$ cat config.mk
export PLATFORM = sky130hd
export DESIGN_NAME = stop_ctrl
export DESIGN_NICKNAME = d
export VERILOG_FILES = /design/src/rtl/stop_ctrl.sv
export SDC_FILE = /design/constraint.sdc
export NUM_CORES = 1
export LEC_CHECK = 0
export BUFFER_PORTS_ARGS = -buffer_cell sky130_fd_sc_hd__buf_2
export CAP_MARGIN = 25
export CELL_PAD_IN_SITES_DETAIL_PLACEMENT = 0
export CELL_PAD_IN_SITES_GLOBAL_PLACEMENT = 1
export CORE_MARGIN = 10
export CORE_UTILIZATION = 30
export CTS_CLUSTER_SIZE = 30
export DETAILED_ROUTE_END_ITERATION = 6
export PLACE_DENSITY_LB_ADDON = 0.15
export SLEW_MARGIN = 20
export SYNTH_ARGS = -nofsm -noshare
export SYNTH_HDL_FRONTEND = slang
export SYNTH_SLANG_ARGS = --single-unit
$ cat constraint.sdc
create_clock -name clk -period 2.4 [get_ports clk]
set_input_delay 0.24 -clock clk [delete_from_list [all_inputs] [get_ports clk]]
set_output_delay 0.24 -clock clk [all_outputs]
set_load 0.02 [all_outputs]
$ cat src/rtl/stop_ctrl.sv
module stop_ctrl #(
  parameter int N8   = 4,
  parameter int NSER = 2,
  parameter int NEXT = 6,
  parameter int NOTH = 4,
  parameter int PW   = 8,
  parameter int CW   = 8
) (
  input  logic            clk,
  input  logic            rst_n,
  input  logic            stop_req,
  input  logic            sub_present,
  input  logic [CW-1:0]   stab_cycles,
  input  logic [N8-1:0]   tmr8_pin_sel,
  input  logic            t16_sub_sel,
  input  logic            wt_sub_sel,
  input  logic [NSER-1:0] ser_ext_clk,
  input  logic [NSER-1:0] ser_i2c,
  input  logic            nmi,
  input  logic [NEXT-1:0] ext_irq,
  input  logic            wt_irq,
  input  logic [NOTH-1:0] other_irq,
  input  logic [PW-1:0]   port_d,
  output logic [PW-1:0]   port_q,
  output logic [NOTH-1:0] irq_out,
  output logic            main_clk_en,
  output logic            sub_clk_en,
  output logic            cpu_run,
  output logic            bus_oe,
  output logic            wdt_clr,
  output logic [N8-1:0]   tmr8_en,
  output logic            t16_en,
  output logic            wt_en,
  output logic [NSER-1:0] ser_en,
  output logic            adc_en,
  output logic            dac_en,
  output logic            extint_en,
  output logic [1:0]      status
);

  typedef enum logic [1:0] {S_RUN = 2'b00, S_STOPPING = 2'b01, S_STOPPED = 2'b10, S_WAKING = 2'b11} st_t;

  st_t             st;
  logic [CW-1:0]   cnt;
  logic [NOTH-1:0] pend;
  logic            wake_any;
  logic            run;

  assign wake_any = nmi | (|ext_irq) | wt_irq;
  assign run      = (st == S_RUN);

  always_ff @(posedge clk or negedge rst_n) begin
    if (!rst_n) begin
      st  <= S_RUN;
      cnt <= '0;
    end else begin
      case (st)
        S_RUN:
          if (stop_req && !wake_any) st <= S_STOPPING;
        S_STOPPING:
          if (wake_any) begin
            st  <= S_WAKING;
            cnt <= stab_cycles;
          end else begin
            st <= S_STOPPED;
          end
        S_STOPPED:
          if (wake_any) begin
            st  <= S_WAKING;
            cnt <= stab_cycles;
          end
        S_WAKING:
          if (cnt == '0) st <= S_RUN;
          else           cnt <= cnt - 1'b1;
        default: st <= S_RUN;
      endcase
    end
  end

  always_ff @(posedge clk or negedge rst_n) begin
    if (!rst_n) begin
      port_q <= '0;
      pend   <= '0;
    end else begin
      if (run) port_q <= port_d;
      pend <= run ? '0 : (pend | other_irq);
    end
  end

  assign irq_out     = run ? (other_irq | pend) : '0;
  assign status      = st;
  assign main_clk_en = run;
  assign cpu_run     = run;
  assign sub_clk_en  = sub_present;
  assign bus_oe      = run;
  assign wdt_clr     = !run;
  assign tmr8_en     = run ? '1 : tmr8_pin_sel;
  assign t16_en      = run | (t16_sub_sel & sub_present);
  assign wt_en       = run | (wt_sub_sel & sub_present);
  assign ser_en      = run ? '1 : (ser_ext_clk & ~ser_i2c);
  assign adc_en      = run;
  assign dac_en      = 1'b1;
  assign extint_en   = 1'b1;

  p_stop_entry_r2: assert property (@(posedge clk) disable iff (!rst_n)
    (st == S_RUN && stop_req && !wake_any) |=> (status == 2'b01));

  p_stopping_leaves_r2: assert property (@(posedge clk) disable iff (!rst_n)
    (st == S_STOPPING) |=> (status != 2'b00 && !main_clk_en));

  p_port_hold_r4: assert property (@(posedge clk) disable iff (!rst_n)
    (st != S_RUN) |=> $stable(port_q));

  p_no_wake_stays_r8: assert property (@(posedge clk) disable iff (!rst_n)
    (st == S_STOPPED && !wake_any) |=> (status == 2'b10));

  p_wake_r8: assert property (@(posedge clk) disable iff (!rst_n)
    (st == S_STOPPED && wake_any) |=> (status == 2'b11));

  p_ignore_stop_r11: assert property (@(posedge clk) disable iff (!rst_n)
    (st == S_RUN && wake_any) |=> (status == 2'b00));

  p_pend_kept_r9: assert property (@(posedge clk) disable iff (!rst_n)
    (st != S_RUN && other_irq[0]) |=> (status == 2'b00 ? irq_out[0] : pend[0]));

endmodule

======== After elaboration in Yosys (flattened, before gate mapping) ========
Index checks and enable logic that the tools add are counted.
word-level totals
  register bits after elaboration ......... 22
cells by class
  $add $sub $neg .......................... 1
  equal/unequal tests ..................... 8
  bitwise logic cells ..................... 9
  multiplexer cells ....................... 12
  reductions and logical operators ........ 10
operator list
  kind                 number
  $mux 8               2
  $pmux 8 s2           1
  $mux 4               3
  $logic_not 8->1      1
  $mux 2               4
  $pmux 2 s4           1
  $sub 8x1->8 const B  1
  $ne 2x2->1 const B   3
  $reduce_and 3->1     2
  $reduce_or 6->1      1
  $eq 2x2->1 const B   2
  $ne 2x1->1 const B   2
  $or 1x1->1           4
  $or 4x4->4           1
  $and 1x1->1          2
  $and 2x2->2          1
  $eq 2x1->1 const B   1
  $logic_not 1->1      2
  $logic_not 2->1      1
  $not 2->2            1
  $reduce_bool 2->1    1
  $reduce_or 2->1      1
  $logic_and 1x1->1    1
  $mux 1               1

======== Logic depth before layout (Yosys ltp) ========
  depth in word-level cells ............... 7
  gate-level depth with buffers ........... 7
  mapped depth without buffers ............ 6

======== Worst setup path after synthesis ========
Ideal clock, no wire load.
  kind .................................... flip-flop to output port
  start ................................... register st[0], in the netlist status[0]
  end ..................................... output ser_en[0]
  buffers on the path ..................... 1
  stages on the path, launching flop included .. 6
  path slack .............................. 0.290 ns
  data required time ...................... 2.160 ns
  data arrival time ....................... 1.870 ns
  path through ............................ dfrtp_1 -> inv_1 -> ha_1 -> inv_1 -> clkbuf_1 -> o21ai_0
on the way
  word-level cells in the longest chain between the ends .. 2
RTL lines
  what                    RTL line  source
  from (decl)             43        st_t st;
  from (signal assigned)  54        st <= S_RUN;
  from (signal assigned)  59        if (stop_req && !wake_any) st <= S_STOPPING;
  from (signal assigned)  62        st <= S_WAKING;
  $logic_not 2->1         50        assign run = (st == S_RUN);
  named net adc_en        35        output logic adc_en,
  $mux 2                  100       assign ser_en = run ? '1 : (ser_ext_clk & ~ser_i2c);
  to (decl)               34        output logic [NSER-1:0] ser_en,
The timed path passes the listed nets, and every way through them passes these cells.

======== Worst setup path in the final report ========
  start ................................... register cnt[4]
  end ..................................... register cnt[3]
on the way
  word-level cells in the longest chain between the ends .. 3
RTL lines
  what                               RTL line  source
  from (decl)                        44        logic [CW-1:0] cnt;
  from (signal assigned)             63        cnt <= stab_cycles;
  from (signal assigned)             70        cnt <= stab_cycles;
  from (signal assigned)             74        else cnt <= cnt - 1'b1;
  $logic_not 8->1                    73        if (cnt == '0) st <= S_RUN;
  $ne 2x2->1 (no source line)        n/a
  $reduce_and 3->1 (no source line)  n/a
No other way between the ends.
A chain may end at the register's enable or synchronous reset.

==> impl_metrics.tcl <==
set metrics [dict create \
    drive_gt1_frac 0.457 \
    p_leak_uw 0.000944 \
    r2r_start "cnt[4]" \
    die_w_microns 87.7 \
    whs_ps 195 \
    grt_max_degree 27 \
    power_uw 2530 \
    maxCapViolations 0 \
    synthTopCellsByArea "dfrtp_1 40%, mux2_2 6.6%, ha_1 5.5%" \
    cts-root-buf "clkbuf_8" \
    antenna_found_initial 0 \
    finalCriticalPeriod_ps 2160 \
    critPathCapture "cnt[3]" \
    place.gp.congestion 0.835 \
    clk_latency_ps 260 \
    finalHoldViolCount 0 \
    drcViolationCount 0 \
    seq_area_frac_synth 0.401 \
    syn_area_sq_um 1370 \
    row_count 24 \
    synth_cell_type_count 40 \
    critPathRequiredTime_ps 2540 \
    routedWlPerCell_microns 15.2 \
    crit_chain "or4_4 -> o41ai_4 -> or2_1 -> a221oi_1" \
    path_clk_slew_ps 80 \
    ios 72 \
    place_hpwl_microns 3130 \
    start_util 0.313 \
    yosysTopAreaCellShare 0.401 \
    status "finished clean" \
    port_buffers 69 \
    yosysMostFrequentCell "dfrtp_1" \
    die-area_sq_um 7690 \
    postSynthAreaPerCell_sq_um 9.61 \
    nets 259 \
    synth_edf_count 0 \
    dpl-instance-area_sq_um 1750 \
    r2r_cells 4 \
    cts_buffers 3 \
    tns_ps 0 \
    track_usage 0.103 \
    cts.path.max_buffers 2 \
    netlist_top_cells_count "22 x dfrtp_1, 14 x nor2_1, 13 x inv_1" \
    yosysTopAreaCell "dfrtp_1" \
    tightest_slew_ps 550 \
    slowest_stage "or4_4" \
    setup_violations 0 \
    cts_tree "done" \
    crit_fanout 8 \
    worst_ep_arrival_time_ps 2300 \
    max_freq_mhz 462 \
    r2r_end "cnt[3]" \
    start_kind "flop" \
    synthCells 143 \
    cts_resized 0 \
    antenna_cells 0 \
    ff2ff_setup_slack_ps 240 \
    hold-path-cell-count 3 \
    area_delta_synth_final_pct 33.0 \
    grt_first_pass_wirelength_microns 6490 \
    hold_class "primary input to flop" \
    ys_seq_elements 22 \
    fin_crit_sh 0.901 \
    overflow 0 \
    clkSinkCount 22 \
    critPathCaptureType "flop" \
    postLayoutCellArea_sq_um 1830 \
    first_pass_iters 4 \
    rsz0062_at_grt "no" \
    cts_setup_buffers 0 \
    startpoint "cnt[4]" \
    finalWirelength_microns 3990 \
    finClkSkew_ps 2.74 \
    grt_pass1_vias 1444 \
    detail-route-antenna-nets 0 \
    final-max-slew-violation-count 0 \
    fill_cells 446 \
    cellPowerDensity_nw_per_um2 1380 \
    cp_slowest_stage_delay_ps 590 \
    dr.first_iter.drc_count 46 \
    path_class "flop to flop" \
    coreArea_sq_um 4380 \
    ys_warn_count 0 \
    die_h_microns 87.7 \
    max_slew_margin 0.632 \
    synth-async-reset-ratio 1.00 \
    via_per_inst 4.90 \
    htreeDepth 1 \
    ys.flop_type "dfrtp_1" \
    ir_worst_vdd_v 0.000554 \
    num_vias 1284 \
]
[power by group]
group | leakage (uW) | internal, uW | switching [uW]
sequential | 0.000252 | 566 | 164
combinational | 0.000656 | 595 | 855
clock | 0.0000357 | 223 | 126
total | 0.000944 | 1380 | 1150
[how the worst min path moves through the flow]
stage	slack (ps)	end	from
floorplan	-60	cnt[0]	rst_n
global placement	240	port_q[5]	rst_n
detailed placement	240	cnt[2]	rst_n
CTS	190	pend[0]	other_irq[0]
global route	190	pend[0]	other_irq[0]
finish	200	pend[0]	other_irq[0]
[cell type report]
type	instances	area, sq um	share of cell area
tap	52	65.1	0.0356
multi-input combinational	97	706	0.386
inverter	13	48.8	0.0267
timing repair buffer	74	385	0.211
clock inverter	1	30.0	0.0164
sequential	22	551	0.301
clock buffer	3	41.3	0.0226
[flip-flops by register name, indices dropped and copies added (netlist names)]
| name | count |
|---|---|
| pend | 4 |
| cnt | 8 |
| status | 2 |
| port_q | 8 |
[what timing repair did]
item / CTS / global route
hold endpoints to repair: 22 / 0
endpoints found under the setup margin: 0 / 0
hold buffers: 1 / 0
[cells by family (layout without fill, tap and decap cells)]
logic type / count (synthesis) / after routing / share of synthesized area
flops: 22 / 22 / 0.401
mux: 12 / 12 / 0.0956
fa+ha+maj: 6 / 6 / 0.0546
buf+inv: 25 / 91 / 0.0883
compound gates: 25 / 25 / 0.160
other cells: 1 / 2 / 0.00273
simple gates: 52 / 52 / 0.198
[cells in the final DEF (no fill, tap or decap), types with 3 or more instances in the layout]
cell type  instances
a221oi_1           4
buf_2             69
buf_4              4
clkbuf_8           3
dfrtp_1           22
ha_1               6
inv_1             13
mux2_2             8
mux2i_1            3
nand2_1            8
nor2_1            14
nor3_1             4
nor4_1             4
o31ai_1            6
or2_2              8
[per-stage QoR]
step,util,cells,setup slack [ps]
2_1_floorplan,-,144,290
3_3_place_gp,0.398,257,318
3_5_place_dp,0.398,257,282
4_1_cts,0.417,262,263
5_1_grt,0.417,262,147
6_report,0.417,262,238
[worst max-delay path: cells and delay by family (launching register included)]
| family | cells | cell delay (ps) |
|---|---|---|
| simple gates | 2 | 910 |
| compound gates | 2 | 680 |
| flops | 1 | 440 |
[per-layer routing]
| metal | vias to the layer above | track usage | part of all wire |
|---|---|---|---|
| li1 | 632 | - | - |
| met1 | 594 | 0.115 | 0.43 |
| met2 | 54 | 0.169 | 0.47 |
| met3 | 4 | 0.0501 | 0.094 |
| met4 | 0 | 0.0304 | 0.013 |
| met5 | - | 0 | 0 |
Note: power is estimated with default switching activity, not from simulation.
